### config.mk
export PLATFORM = sky130hd
export DESIGN_NAME = cmd_ring_consumer
export DESIGN_NICKNAME = d
export VERILOG_FILES = /design/src/rtl/cmd_ring_pkg.sv /design/src/rtl/cmd_ring_op_decode.sv /design/src/rtl/cmd_ring_ptr_check.sv /design/src/rtl/cmd_ring_stop_adv.sv /design/src/rtl/cmd_ring_consumer.sv
export SDC_FILE = /design/constraint.sdc
export NUM_CORES = 1
export LEC_CHECK = 0
export CAP_MARGIN = 20
export CELL_PAD_IN_SITES_DETAIL_PLACEMENT = 1
export CELL_PAD_IN_SITES_GLOBAL_PLACEMENT = 1
export CORE_MARGIN = 8
export CORE_UTILIZATION = 24
export DETAILED_ROUTE_END_ITERATION = 6
export PLACE_DENSITY_LB_ADDON = 0.05
export RECOVER_POWER = 50
export SLEW_MARGIN = 20
export SYNTH_ARGS = -nofsm -noshare
export SYNTH_HDL_FRONTEND = slang
export SYNTH_SLANG_ARGS = --single-unit
### constraint.sdc
create_clock -name clk -period 5 [get_ports clk]
set_input_delay 1.5 -clock clk [delete_from_list [all_inputs] [get_ports clk]]
set_output_delay 1.5 -clock clk [all_outputs]
set_load 0.01 [all_outputs]
### src/rtl/cmd_ring_pkg.sv
package cmd_ring_pkg;
    localparam int WORD_W    = 32;
    localparam int ARG_MAX   = 6;
    localparam int HDR_BYTES = 16;
    localparam int STOP_WORD = 3;

    localparam logic [WORD_W-1:0] OP_UPDATE = 32'd1;
    localparam logic [WORD_W-1:0] OP_FILL   = 32'd2;
    localparam logic [WORD_W-1:0] OP_COPY   = 32'd3;
    localparam logic [WORD_W-1:0] OP_SKIP6  = 32'd13;
    localparam logic [WORD_W-1:0] OP_SKIP7  = 32'd14;

    typedef enum logic [1:0] {
        K_NONE   = 2'd0,
        K_UPDATE = 2'd1,
        K_FILL   = 2'd2,
        K_COPY   = 2'd3
    } cmd_kind_e;

    typedef enum logic [3:0] {
        S_IDLE, S_HDR, S_CHK, S_OPC, S_ARG, S_EMIT, S_WB, S_RWD, S_DONE
    } state_e;

    typedef struct packed {
        logic      known;
        cmd_kind_e kind;
        logic [2:0] argc;
    } op_info_t;
endpackage

### src/rtl/cmd_ring_op_decode.sv
module cmd_ring_op_decode
    import cmd_ring_pkg::*;
(
    input  logic [WORD_W-1:0] op,
    output op_info_t          info
);
    always_comb begin
        info = '0;
        case (op)
            OP_UPDATE: info = '{known: 1'b1, kind: K_UPDATE, argc: 3'd4};
            OP_FILL:   info = '{known: 1'b1, kind: K_FILL,   argc: 3'd5};
            OP_COPY:   info = '{known: 1'b1, kind: K_COPY,   argc: 3'd6};
            OP_SKIP6:  info = '{known: 1'b1, kind: K_NONE,   argc: 3'd6};
            OP_SKIP7:  info = '{known: 1'b1, kind: K_NONE,   argc: 3'd7};
            default:   info = '0;
        endcase
    end
endmodule

### src/rtl/cmd_ring_ptr_check.sv
module cmd_ring_ptr_check
    import cmd_ring_pkg::*;
#(
    parameter int BUF_BYTES = 65536,
    parameter int MIN_GAP   = 10240
) (
    input  logic [WORD_W-1:0] lo,
    input  logic [WORD_W-1:0] hi,
    input  logic [WORD_W-1:0] prod,
    input  logic [WORD_W-1:0] cons,
    output logic              ok,
    output logic [WORD_W-1:0] avail
);
    localparam logic [WORD_W-1:0] BUF_LIM = WORD_W'(BUF_BYTES);
    localparam logic [WORD_W-1:0] GAP     = WORD_W'(MIN_GAP);
    localparam logic [WORD_W-1:0] LO_MIN  = WORD_W'(HDR_BYTES);

    logic misaligned;
    logic in_range;

    always_comb begin
        misaligned = |((lo | hi | prod | cons) & 32'd3);
        in_range   = (lo >= LO_MIN) && (hi <= BUF_LIM) && (lo < BUF_LIM)
                   && (cons < BUF_LIM) && (prod < BUF_LIM)
                   && (hi >= lo + GAP);
        ok         = !misaligned && in_range;
        if (prod >= cons) avail = prod - cons;
        else              avail = prod - cons + (hi - lo);
    end
endmodule

### src/rtl/cmd_ring_stop_adv.sv
module cmd_ring_stop_adv
    import cmd_ring_pkg::*;
(
    input  logic [WORD_W-1:0] cur,
    input  logic [WORD_W-1:0] lo,
    input  logic [WORD_W-1:0] hi,
    output logic [WORD_W-1:0] nxt
);
    logic [WORD_W-1:0] inc;
    always_comb begin
        inc = cur + 32'd4;
        nxt = (inc >= hi) ? lo : inc;
    end
endmodule

### src/rtl/cmd_ring_consumer.sv
module cmd_ring_consumer
    import cmd_ring_pkg::*;
#(
    parameter int BUF_BYTES = 65536,
    parameter int MIN_GAP   = 10240,
    parameter int MAX_CMDS  = 1024,
    localparam int ADDR_W   = $clog2(BUF_BYTES / 4)
) (
    input  logic                      clk,
    input  logic                      rst,
    input  logic                      start,
    input  logic                      enable_in,
    input  logic                      cfg_done,
    output logic                      mem_rd_en,
    output logic [ADDR_W-1:0]         mem_rd_addr,
    input  logic [WORD_W-1:0]         mem_rd_data,
    output logic                      mem_wr_en,
    output logic [ADDR_W-1:0]         mem_wr_addr,
    output logic [WORD_W-1:0]         mem_wr_data,
    output logic                      cmd_valid,
    input  logic                      cmd_ready,
    output logic [1:0]                cmd_kind,
    output logic [ARG_MAX*WORD_W-1:0] cmd_args,
    output logic                      done
);
    localparam int CNT_W = $clog2(MAX_CMDS + 1);

    state_e            state_q;
    logic              pend_q;
    logic [1:0]        hdr_idx_q;
    logic [WORD_W-1:0] lo_q, hi_q, prod_q, stop_q, cmd_start_q, rem_q;
    logic [CNT_W-1:0]  cnt_q;
    cmd_kind_e         kind_q;
    logic [2:0]        argc_q;
    logic [2:0]        arg_idx_q;
    logic [WORD_W-1:0] args_q [ARG_MAX];

    logic              ptr_ok;
    logic [WORD_W-1:0] avail;
    logic [WORD_W-1:0] stop_nx;
    op_info_t          op_info;

    cmd_ring_ptr_check #(.BUF_BYTES(BUF_BYTES), .MIN_GAP(MIN_GAP)) u_chk (
        .lo(lo_q), .hi(hi_q), .prod(prod_q), .cons(stop_q),
        .ok(ptr_ok), .avail(avail)
    );

    cmd_ring_stop_adv u_adv (.cur(stop_q), .lo(lo_q), .hi(hi_q), .nxt(stop_nx));

    cmd_ring_op_decode u_dec (.op(mem_rd_data), .info(op_info));

    always_ff @(posedge clk) begin
        if (rst) begin
            state_q     <= S_IDLE;
            pend_q      <= 1'b0;
            hdr_idx_q   <= '0;
            lo_q        <= '0;
            hi_q        <= '0;
            prod_q      <= '0;
            stop_q      <= '0;
            cmd_start_q <= '0;
            rem_q       <= '0;
            cnt_q       <= '0;
            kind_q      <= K_NONE;
            argc_q      <= '0;
            arg_idx_q   <= '0;
            for (int i = 0; i < ARG_MAX; i++) args_q[i] <= '0;
        end else begin
            case (state_q)
                S_IDLE: if (start) begin
                    cnt_q     <= '0;
                    hdr_idx_q <= '0;
                    pend_q    <= 1'b0;
                    state_q   <= (enable_in && cfg_done) ? S_HDR : S_DONE;
                end
                S_HDR: if (!pend_q) begin
                    pend_q <= 1'b1;
                end else begin
                    pend_q <= 1'b0;
                    case (hdr_idx_q)
                        2'd0:    lo_q   <= mem_rd_data;
                        2'd1:    hi_q   <= mem_rd_data;
                        2'd2:    prod_q <= mem_rd_data;
                        default: stop_q <= mem_rd_data;
                    endcase
                    hdr_idx_q <= hdr_idx_q + 2'd1;
                    if (hdr_idx_q == 2'd3) state_q <= S_CHK;
                end
                S_CHK: begin
                    rem_q   <= avail;
                    state_q <= (ptr_ok && avail != '0) ? S_OPC : S_DONE;
                end
                S_OPC: if (!pend_q) begin
                    pend_q      <= 1'b1;
                    cmd_start_q <= stop_q;
                end else begin
                    pend_q    <= 1'b0;
                    stop_q    <= stop_nx;
                    rem_q     <= rem_q - 32'd4;
                    kind_q    <= op_info.kind;
                    argc_q    <= op_info.argc;
                    arg_idx_q <= '0;
                    for (int i = 0; i < ARG_MAX; i++) args_q[i] <= '0;
                    if (!op_info.known ||
                        (rem_q - 32'd4) < {27'd0, op_info.argc, 2'b00})
                        state_q <= S_RWD;
                    else
                        state_q <= S_ARG;
                end
                S_ARG: if (!pend_q) begin
                    pend_q <= 1'b1;
                end else begin
                    pend_q <= 1'b0;
                    stop_q <= stop_nx;
                    rem_q  <= rem_q - 32'd4;
                    if (kind_q != K_NONE && int'(arg_idx_q) < ARG_MAX)
                        args_q[arg_idx_q] <= mem_rd_data;
                    arg_idx_q <= arg_idx_q + 3'd1;
                    if (arg_idx_q == argc_q - 3'd1)
                        state_q <= (kind_q != K_NONE) ? S_EMIT : S_WB;
                end
                S_EMIT: if (cmd_ready) state_q <= S_WB;
                S_WB: begin
                    if (rem_q == '0 || cnt_q == CNT_W'(MAX_CMDS - 1)) begin
                        state_q <= S_DONE;
                    end else begin
                        cnt_q   <= cnt_q + 1'b1;
                        state_q <= S_OPC;
                    end
                end
                S_RWD: begin
                    stop_q  <= cmd_start_q;
                    state_q <= S_DONE;
                end
                S_DONE:  state_q <= S_IDLE;
                default: state_q <= S_IDLE;
            endcase
        end
    end

    always_comb begin
        mem_rd_en   = !pend_q && (state_q == S_HDR || state_q == S_OPC || state_q == S_ARG);
        mem_rd_addr = (state_q == S_HDR) ? ADDR_W'(hdr_idx_q) : stop_q[ADDR_W+1:2];
        mem_wr_en   = (state_q == S_WB) || (state_q == S_RWD);
        mem_wr_addr = ADDR_W'(STOP_WORD);
        mem_wr_data = (state_q == S_RWD) ? cmd_start_q : stop_q;
        cmd_valid   = (state_q == S_EMIT);
        cmd_kind    = kind_q;
        done        = (state_q == S_DONE);
    end

    for (genvar g = 0; g < ARG_MAX; g++) begin : g_pack
        assign cmd_args[g*WORD_W +: WORD_W] = args_q[g];
    end

    assert_hold_R11: assert property (@(posedge clk) disable iff (rst)
        (cmd_valid && !cmd_ready) |=> (cmd_valid && $stable(cmd_args) && $stable(cmd_kind)))
        else $error("R11 command changed while stalled");

    assert_wb_word_R6: assert property (@(posedge clk) disable iff (rst)
        mem_wr_en |-> (mem_wr_addr == ADDR_W'(STOP_WORD) && mem_wr_data[1:0] == 2'b00))
        else $error("R6 write-back target or alignment wrong");

    assert_port_excl_R1: assert property (@(posedge clk) disable iff (rst)
        !(mem_rd_en && mem_wr_en))
        else $error("R1 read and write in one cycle");

    assert_done_pulse_R12: assert property (@(posedge clk) disable iff (rst)
        done |=> !done)
        else $error("R12 done longer than one cycle");

    assert_gate_R2: assert property (@(posedge clk) disable iff (rst)
        (state_q == S_IDLE && start && !(enable_in && cfg_done)) |=> (done && !mem_rd_en))
        else $error("R2 gated run accessed memory");

    assert_cmd_limit_R10: assert property (@(posedge clk) disable iff (rst)
        int'(cnt_q) < MAX_CMDS)
        else $error("R10 command count overran");
endmodule

# After elaboration in Yosys (flattened, before gate mapping)
# Memory sizes are Yosys's and may differ from the RTL's.
# Index checks and enable logic that the tools add are counted.
[word_totals]
output_inout_bits = 258
regBits = 218
elab_cells = 174
mem_count = 1
in_bits = 38
ram_bits = 192
[mem_list]
columns = ["name", "words", "width", "read_ports", "rd_ports_with_merged_regs", "wr", "line", "rtl"]
rows = [
  ["args_q", 6, 32, 6, 0, 6, "cmd_ring_consumer.sv:36", "logic [WORD_W-1:0] args_q [ARG_MAX];"],
]
[classes]
n_reduce_logical = 46
n_mux = 56
bitwise_logic = 10
order_cmp = 10
n_eq_ne = 28
n_addsub = 10
[op_table]
columns = ["operator", "count"]
rows = [
  ["$mux 32", 14],
  ["$ge 32x32->1", 3],
  ["$lt 32x17->1 const B", 3],
  ["$pmux 32 s3", 1],
  ["$eq 32x2->1 const B", 2],
  ["$eq 32x4->1 const B", 2],
  ["$pmux 32 s2", 1],
  ["$sub 32x32->32", 2],
  ["$mux 4", 10],
  ["$add 32x14->32 const B", 1],
  ["$add 32x3->32 const B", 1],
  ["$add 32x32->32", 1],
  ["$eq 32x1->1 const B", 1],
  ["$ge 32x5->1 const B", 1],
  ["$le 32x17->1 const B", 1],
  ["$logic_not 32->1", 1],
  ["$lt 32x5->1", 1],
  ["$pmux 4 s8", 1],
  ["$reduce_bool 32->1", 1],
  ["$reduce_or 32->1", 1],
  ["$sub 32x3->32 const B", 1],
  ["$pmux 6 s5", 1],
  ["$mux 11", 2],
  ["$pmux 11 s2", 1],
  ["other kinds (38)", 106],
]

# Depth between registers and ports, before layout
# Gate-level depths: netlist (run 1).
[logic_depth]
word_depth = 10
depth_mapped = 24
depth_no_buf = 23

# Hierarchy
# From an unflattened synthesis (run 1), not the netlist that was laid out.
[unflattened]
cells_unflattened = 2841
area_unflattened_um2 = 25275.5
[modules_own_cells]
columns = ["module", "area_per_inst_um2", "seq_area_each_um2", "cells_each", "instances"]
rows = [
  ["cmd_ring_consumer", 17508.0, 10129.7, 1788, 1],
  ["cmd_ring_ptr_check", 5775.5, 0.0, 802, 1],
  ["cmd_ring_stop_adv", 1783.0, 0.0, 224, 1],
  ["cmd_ring_op_decode", 209.0, 0.0, 27, 1],
]

# Worst setup path after synthesis (run 1)
# OpenSTA, ideal clock, no wires.
[synth_path]
path_kind = "register -> register"
start = "register stop_q[7]"
end = "register state_q[1]"
setup_slack_ns = -0.080
n_path_buf = 0
path_stages_with_launch = 23
required_ns = 4.873
t_arrival_ns = 4.952
period_less_slack_ns = 5.080
setup_ns = 0.127
cell_sequence = "dfxtp_1 inv_1 ha_1 a2111oi_1 a211oi_1 a21bo_2 a21oi_1 a31oi_1 xor2_1 inv_1 fa_1 ha_1 and4_4 and2_1 and3_1 a21boi_1 or3_1 a2111oi_2 nand4_1 a211oi_2 o2111ai_1 nand4_1 o211ai_1"
[synth_via]
elab_chain_cells = 8
elab_cells_between_ends = 13
cone_classes = "add/sub (2); order compare (2); mux (3); reduce/logical (6)"
[synth_lines]
columns = ["item", "line", "rtl"]
rows = [
  ["from (decl)", "cmd_ring_consumer.sv:31", "logic [WORD_W-1:0] lo_q, hi_q, prod_q, stop_q, cmd_start_q, rem_q;"],
  ["from (signal assigned)", "cmd_ring_consumer.sv:84", "default: stop_q <= mem_rd_data;"],
  ["from (signal assigned)", "cmd_ring_consumer.sv:98", "stop_q <= stop_nx;"],
  ["from (signal assigned)", "cmd_ring_consumer.sv:114", "stop_q <= stop_nx;"],
  ["branches (longest 5 deep; another with $sub 32x32->32)", "-", ""],
  ["$logic_and 1x1->1 *", "cmd_ring_consumer.sv:91", "state_q <= (ptr_ok && avail != '0) ? S_OPC : S_DONE;"],
  ["$mux 4 *", "cmd_ring_consumer.sv:91", ""],
  ["$pmux 4 s8 *", "cmd_ring_consumer.sv:69", "case (state_q)"],
  ["to (signal assigned)", "cmd_ring_consumer.sv:74", "state_q <= (enable_in && cfg_done) ? S_HDR : S_DONE;"],
  ["to (signal assigned)", "cmd_ring_consumer.sv:91", ""],
  ["to (signal assigned)", "cmd_ring_consumer.sv:120", "state_q <= (kind_q != K_NONE) ? S_EMIT : S_WB;"],
  ["to (decl)", "cmd_ring_consumer.sv:28", "state_e state_q;"],
]
# Every way passes the cells marked *.
# A chain may end at the register's enable or synchronous reset.

# Worst setup path after layout (run 1)
[layout_path]
start = "register stop_q[5]"
end = "register state_q[1]"
# Same word-level chain as after synthesis.

==> results.json, run 1 <==
{
  "grt_max_degree": 164,
  "cts_max_path_buffers": 3,
  "hp-class": "reg2reg",
  "fillCellCount": 12500,
  "period_share": 1.07,
  "finalMaxSlewViolations": 251,
  "worstPathRequired_ps": 5520,
  "relSlewSlack": -1.71,
  "rows": 121,
  "crit_type": "reg2reg",
  "status": "finished with violations",
  "cts_made_buffers": 53,
  "dieArea_um2": 120000,
  "clock_skew_ps": 34.6,
  "final_common_cell": "buf_4",
  "synthSimpleGateAreaFrac": 0.231,
  "track_usage": 0.213,
  "finalWirelength_um": 133000,
  "dr.pass1.iters": 5,
  "ys_warn_count": 0,
  "syn_area_um2": 26300,
  "worstSetupStartpointType": "flop",
  "yosysSeqAreaShare": 0.386,
  "ant_nets": 0,
  "die_h_um": 347,
  "grt_pass1_wl_um": 194000,
  "synth_mux_area_frac": 0.0110,
  "vias_per_cell": 5.04,
  "grt.overflow.total": 0,
  "path_clk_slew_ps": 60,
  "synthToLayoutAreaGrowth_pct": 43.0,
  "insertion_delay_ps": 650,
  "antenna_found_initial": 5,
  "post-dp-hpwl_um": 104000,
  "ys_types": 106,
  "synth_cells": 3064,
  "ir_worst_vdd_mv": 0.243,
  "yosys.area_share.adder": 0.0930,
  "worst_slack_ps": -327,
  "hold_viol": 0,
  "p_per_area_nw_per_um2": 273,
  "synth-compound-area-share": 0.182,
  "dp.cells": 5038,
  "worstSetupEndpointType": "flop",
  "wl_per_cell_um": 25.7,
  "setup_viol": 10,
  "yosysTopAreaCell": "edfxtp_1",
  "synth_top_family_by_area": "simple AND/OR/NAND/NOR gates",
  "final_cell_mix": "509 x buf_4, 430 x nand2_1, 229 x a21oi_1",
  "die_x_um": 347,
  "worst_pin_slew_ps": 4060,
  "root_buffer": "clkbuf_16",
  "num_io_pins": 296,
  "final_cells": 5191,
  "synth_area_leaders": "edfxtp_1 22%, dfxtp_1 17%, ha_1 6.9%, nand2_1 6.3%, a21oi_1 4.8%",
  "final_net_count": 3944,
  "power.leakage_nw": 14.8,
  "maxCapViolations": 4,
  "grt_pass1_vias": 27800,
  "violations": "max-capacitance violations, max-slew violations, negative setup slack",
  "ys_ff_latch": 410,
  "synth_top_area_share": 0.220,
  "crit_fanout": 4,
  "gp_congestion": 0.885,
  "place_ws_ps": -1280,
  "max_freq_mhz": 188,
  "start_util": 0.242,
  "drt_iter0_markers": 1745,
  "rsz0062_at_grt": "yes",
  "period_minus_slack_ps": 5330,
  "htreeDepth": 2,
  "ys_async_sr_fraction": 0,
  "port_buffers": 281,
  "cts_tree": "built",
  "core_area_um2": 109000,
  "drive_gt1_frac": 0.238,
  "post_synth_xor_area_fraction": 0.0392,
  "synth_flop_cell": "dfxtp_1",
  "avgSynthCellArea_um2": 8.57,
  "drcViolationCount": 0,
  "cp.arrival_ps": 5840,
  "synth-edff-count": 192,
  "clock-sinks": 410,
  "vias": 26200
}
power breakdown:
part | leakage (nW) | switching (W) | total [W] | internal, W
clock network | 0.886 | 0.00165 | 0.00407 | 0.00242
logic | 10.2 | 0.00132 | 0.00258 | 0.00126
registers | 3.74 | 0.0000263 | 0.00359 | 0.00356
per-layer routing:
metal | track usage | wire [µm] | up-vias
li1 | - | - | 12200
met1 | 0.285 | 61100 | 13200
met2 | 0.365 | 63500 | 615
met3 | 0.0301 | 6190 | 112
met4 | 0.0407 | 2650 | 0
met5 | 0 | 0 | -
cell families after synthesis:
kind of cell / count (synthesis)
adder cells (fa/ha/maj): 176
AND/OR/NAND/NOR: 1231
other: 2
XOR/XNOR: 114
multiplexers: 27
buffers and inverters: 366
AO/OA/AOI/OAI: 738
flip-flops: 410
metrics by stage:
stage	cell area, µm²	utilization	TNS (ps)	hold slack [ps]	power (W)
after floorplan	26300	-	0	441	0.00468
after global placement	33800	0.311	-8950	452	0.00576
after detailed placement	33800	0.311	-10670	460	0.00579
after CTS	36600	0.337	-2330	470	0.0102
after global routing	37500	0.345	-4740	489	0.0106
final	37600	0.345	-1520	470	0.0102
sequential cells by signal, indices dropped and copies added (netlist names), 11 cells and up:
signal       count
args_q         192
cmd_start_q     32
cnt_q           11
hi_q            32
lo_q            32
prod_q          32
rem_q           32
stop_q          32
cell type report:
class	count	area, µm²	share of cell area
multi-input combinational	2300	16300	0.434
clock inverter	26	355	0.00946
sequential	410	10100	0.270
inverter	148	556	0.0148
clock buffer	74	1470	0.0390
antenna	2	5.00	0.000133
tap	1414	1770	0.0471
timing repair buffer	817	6950	0.185
synthesized netlist by cell type (all sizes together) (44+ instances only):
library cell and number:
nand2 439, a21oi 254, dfxtp 218, nor2 206, and2 200, edfxtp 192, clkbuf 176, inv 148
ha 144, o21ai 138, nand3 88, xnor2 78, nor3 77, nor4 50, a21o 46, a31oi 44
worst max-delay path, cell delays in order (launching register included):
cell       delay, ps
dfxtp_2          330
inv_2             50
ha_4             280
buf_4            160
inv_1             70
o21ai_1          100
o211ai_1         300
buf_4            190
mux2i_1          200
o311a_1          280
fa_1             480
ha_4             320
buf_6            110
nand4_1          160
nor3_1           260
o211ai_1         200
o211ai_1         160
xor2_1           150
a2111oi_4        340
nand4_1          230
a211oi_4         350
o2111ai_4        190
nand4_1          170
o211ai_1         100
worst paths after layout:
kind,depth (start not counted),from,end,slack [ps]
max,23,stop_q[5]$_SDFFE_PP0P_,state_q[1]$_SDFFE_PP0P_,-330
min,2,cmd_kind[1]$_SDFFE_PP0P_,cmd_kind[1]$_SDFFE_PP0P_,470
max reg2reg,23,stop_q[5]$_SDFFE_PP0P_,state_q[1]$_SDFFE_PP0P_,-330
min reg2reg,2,cmd_kind[1]$_SDFFE_PP0P_,cmd_kind[1]$_SDFFE_PP0P_,470
repair_timing:
action / CTS / global route
endpoints found under the setup margin: 24 / 38
hold buffers: 0 / 0
pin swaps: 67 / 95
buffers inserted: 25 / 33
resized for setup: 143 / 153
Note: power is estimated with default switching activity, not from simulation.
==> run 2, diff against run 1 <==
--- a/config.mk
+++ b/config.mk
@@ -12,7 +12,7 @@
 export CORE_UTILIZATION = 24
 export DETAILED_ROUTE_END_ITERATION = 6
 export PLACE_DENSITY_LB_ADDON = 0.05
-export RECOVER_POWER = 50
+export RECOVER_POWER = 100
 export SLEW_MARGIN = 20
 export SYNTH_ARGS = -nofsm -noshare
 export SYNTH_HDL_FRONTEND = slang
==> results.json, run 2 (synthesized netlist as in run 1, its figures left out) <==
{
  "hp-class": "reg2reg",
  "grt_pass1_vias": 27800,
  "violations": "max-capacitance violations, max-slew violations, negative setup slack",
  "clock_skew_ps": 35.6,
  "grt_max_degree": 164,
  "worst_slack_ps": -321,
  "crit_type": "reg2reg",
  "path_clk_slew_ps": 60,
  "htreeDepth": 2,
  "status": "finished with violations",
  "maxCapViolations": 8,
  "placed_area_um2": 33800,
  "track_usage": 0.213,
  "period_minus_slack_ps": 5320,
  "worstSetupEndpointType": "flop",
  "relSlewSlack": -1.69,
  "p_per_area_nw_per_um2": 273,
  "start_util": 0.242,
  "ctsHoldBuffers": 0,
  "worst_pin_slew_ps": 4040,
  "period_share": 1.06,
  "setup_tns_ps": -1750,
  "port_buffers": 281,
  "final_common_cell": "buf_4",
  "grtUsageMet2": 0.365,
  "cts_max_path_buffers": 3,
  "rows": 121,
  "seqCellArea_um2": 10100,
  "largest-register": "args_q",
  "root_buffer": "clkbuf_16",
  "dr.pass1.iters": 5,
  "cp.arrival_ps": 5840,
  "die_x_um": 347,
  "gp_congestion": 0.885,
  "place_ws_ps": -1280,
  "drcViolationCount": 0,
  "post-dp-hpwl_um": 104000,
  "hold_viol": 0,
  "ant_nets": 0,
  "crit_fanout": 5,
  "finalWirelength_um": 133000,
  "ir_worst_vdd_mv": 0.245,
  "synthToLayoutAreaGrowth_pct": 42.7,
  "drt_iter0_markers": 1722,
  "max_freq_mhz": 188,
  "grt.overflow.total": 0,
  "dieArea_um2": 120000,
  "finalMaxSlewViolations": 433,
  "cts_made_buffers": 53,
  "wl_per_cell_um": 25.7,
  "power.leakage_nw": 14.8,
  "vias": 26300,
  "multiInputGateArea_um2": 16300,
  "use_met1": 0.285,
  "core_area_um2": 109000,
  "vias_per_cell": 5.07,
  "insertion_delay_ps": 650,
  "worstSetupStartpointType": "flop",
  "final_net_count": 3944,
  "grt_pass1_wl_um": 194000,
  "fillCellCount": 12500,
  "worstPathRequired_ps": 5520,
  "drive_gt1_frac": 0.234,
  "largest_reg_flops": 192,
  "num_io_pins": 296,
  "cts_tree": "built",
  "setup_viol": 14,
  "design_area_um2": 37500,
  "rsz0062_at_grt": "yes",
  "clock-sinks": 410,
  "final_cell_mix": "491 x buf_4, 430 x nand2_1, 229 x a21oi_1",
  "die_h_um": 347,
  "gr-usage-met3": 0.0301,
  "grt-busiest-layer": "met2",
  "antenna_found_initial": 5
}
==> run 2: worst paths after layout <==
kind / start / end / slack, ps / cells past startpoint
max: prod_q[0]$_SDFFE_PP0P_ / state_q[1]$_SDFFE_PP0P_ / -320 / 24
min reg2reg: cmd_kind[1]$_SDFFE_PP0P_ / cmd_kind[1]$_SDFFE_PP0P_ / 470 / 2
max reg2reg: prod_q[0]$_SDFFE_PP0P_ / state_q[1]$_SDFFE_PP0P_ / -320 / 24
min: cmd_kind[1]$_SDFFE_PP0P_ / cmd_kind[1]$_SDFFE_PP0P_ / 470 / 2
==> run 2: layout make-up <==
| class | count | area share |
|---|---|---|
| antenna | 2 | 0.000134 |
| clock inverter | 26 | 0.00949 |
| inverter | 148 | 0.0148 |
| tap | 1414 | 0.0472 |
| multi-input combinational | 2300 | 0.435 |
| clock buffer | 74 | 0.0391 |
| sequential | 410 | 0.271 |
| timing repair buffer | 817 | 0.184 |
==> run 2: routing by layer <==
| layer | part of all wire | up-vias |
|---|---|---|
| li1 | - | 12200 |
| met1 | 0.45 | 13400 |
| met3 | 0.050 | 111 |
| met4 | 0.020 | 0 |
| met5 | 0 | - |
| met2 | 0.48 | 650 |
==> run 2: metrics by stage <==
| step | std cells | total power (W) | utilization | hold WS [ps] |
|---|---|---|---|---|
| after floorplan | 3076 | 0.00468 | - | 441 |
| after global placement | 5038 | 0.00576 | 0.311 | 452 |
| final | 5191 | 0.0102 | 0.345 | 470 |
| after detailed placement | 5038 | 0.00579 | 0.311 | 460 |
| after CTS | 5161 | 0.0102 | 0.337 | 470 |
| after global routing | 5189 | 0.0106 | 0.345 | 489 |
==> run 2: report_power, final <==
| part | internal [W] | switching, W |
|---|---|---|
| registers | 0.00356 | 0.0000263 |
| logic | 0.00126 | 0.00131 |
| clock network | 0.00242 | 0.00165 |
| total | 0.00724 | 0.00299 |
==> run 2: worst max-delay path, stage by stage (launching register included) <==
cell,delay (ps)
dfxtp_2,330
inv_2,40
ha_4,160
fa_2,370
nor2b_4,180
o31ai_4,90
a21o_4,250
xnor2_2,220
fa_1,470
ha_1,320
buf_4,160
a211oi_1,290
o21ai_1,160
a41oi_1,240
buf_4,170
buf_4,120
a31oi_1,90
xnor2_1,350
buf_4,180
and4b_1,220
a31oi_2,70
a211oi_4,230
o2111ai_4,190
nand4_1,170
o211ai_1,100
==> run 2: repair_timing <==
action	in CTS	in global routing
endpoints found under the hold margin	0	0
setup buffers	25	33
gates resized for setup	143	153
endpoints found under the setup margin	24	38
pin swaps	67	95
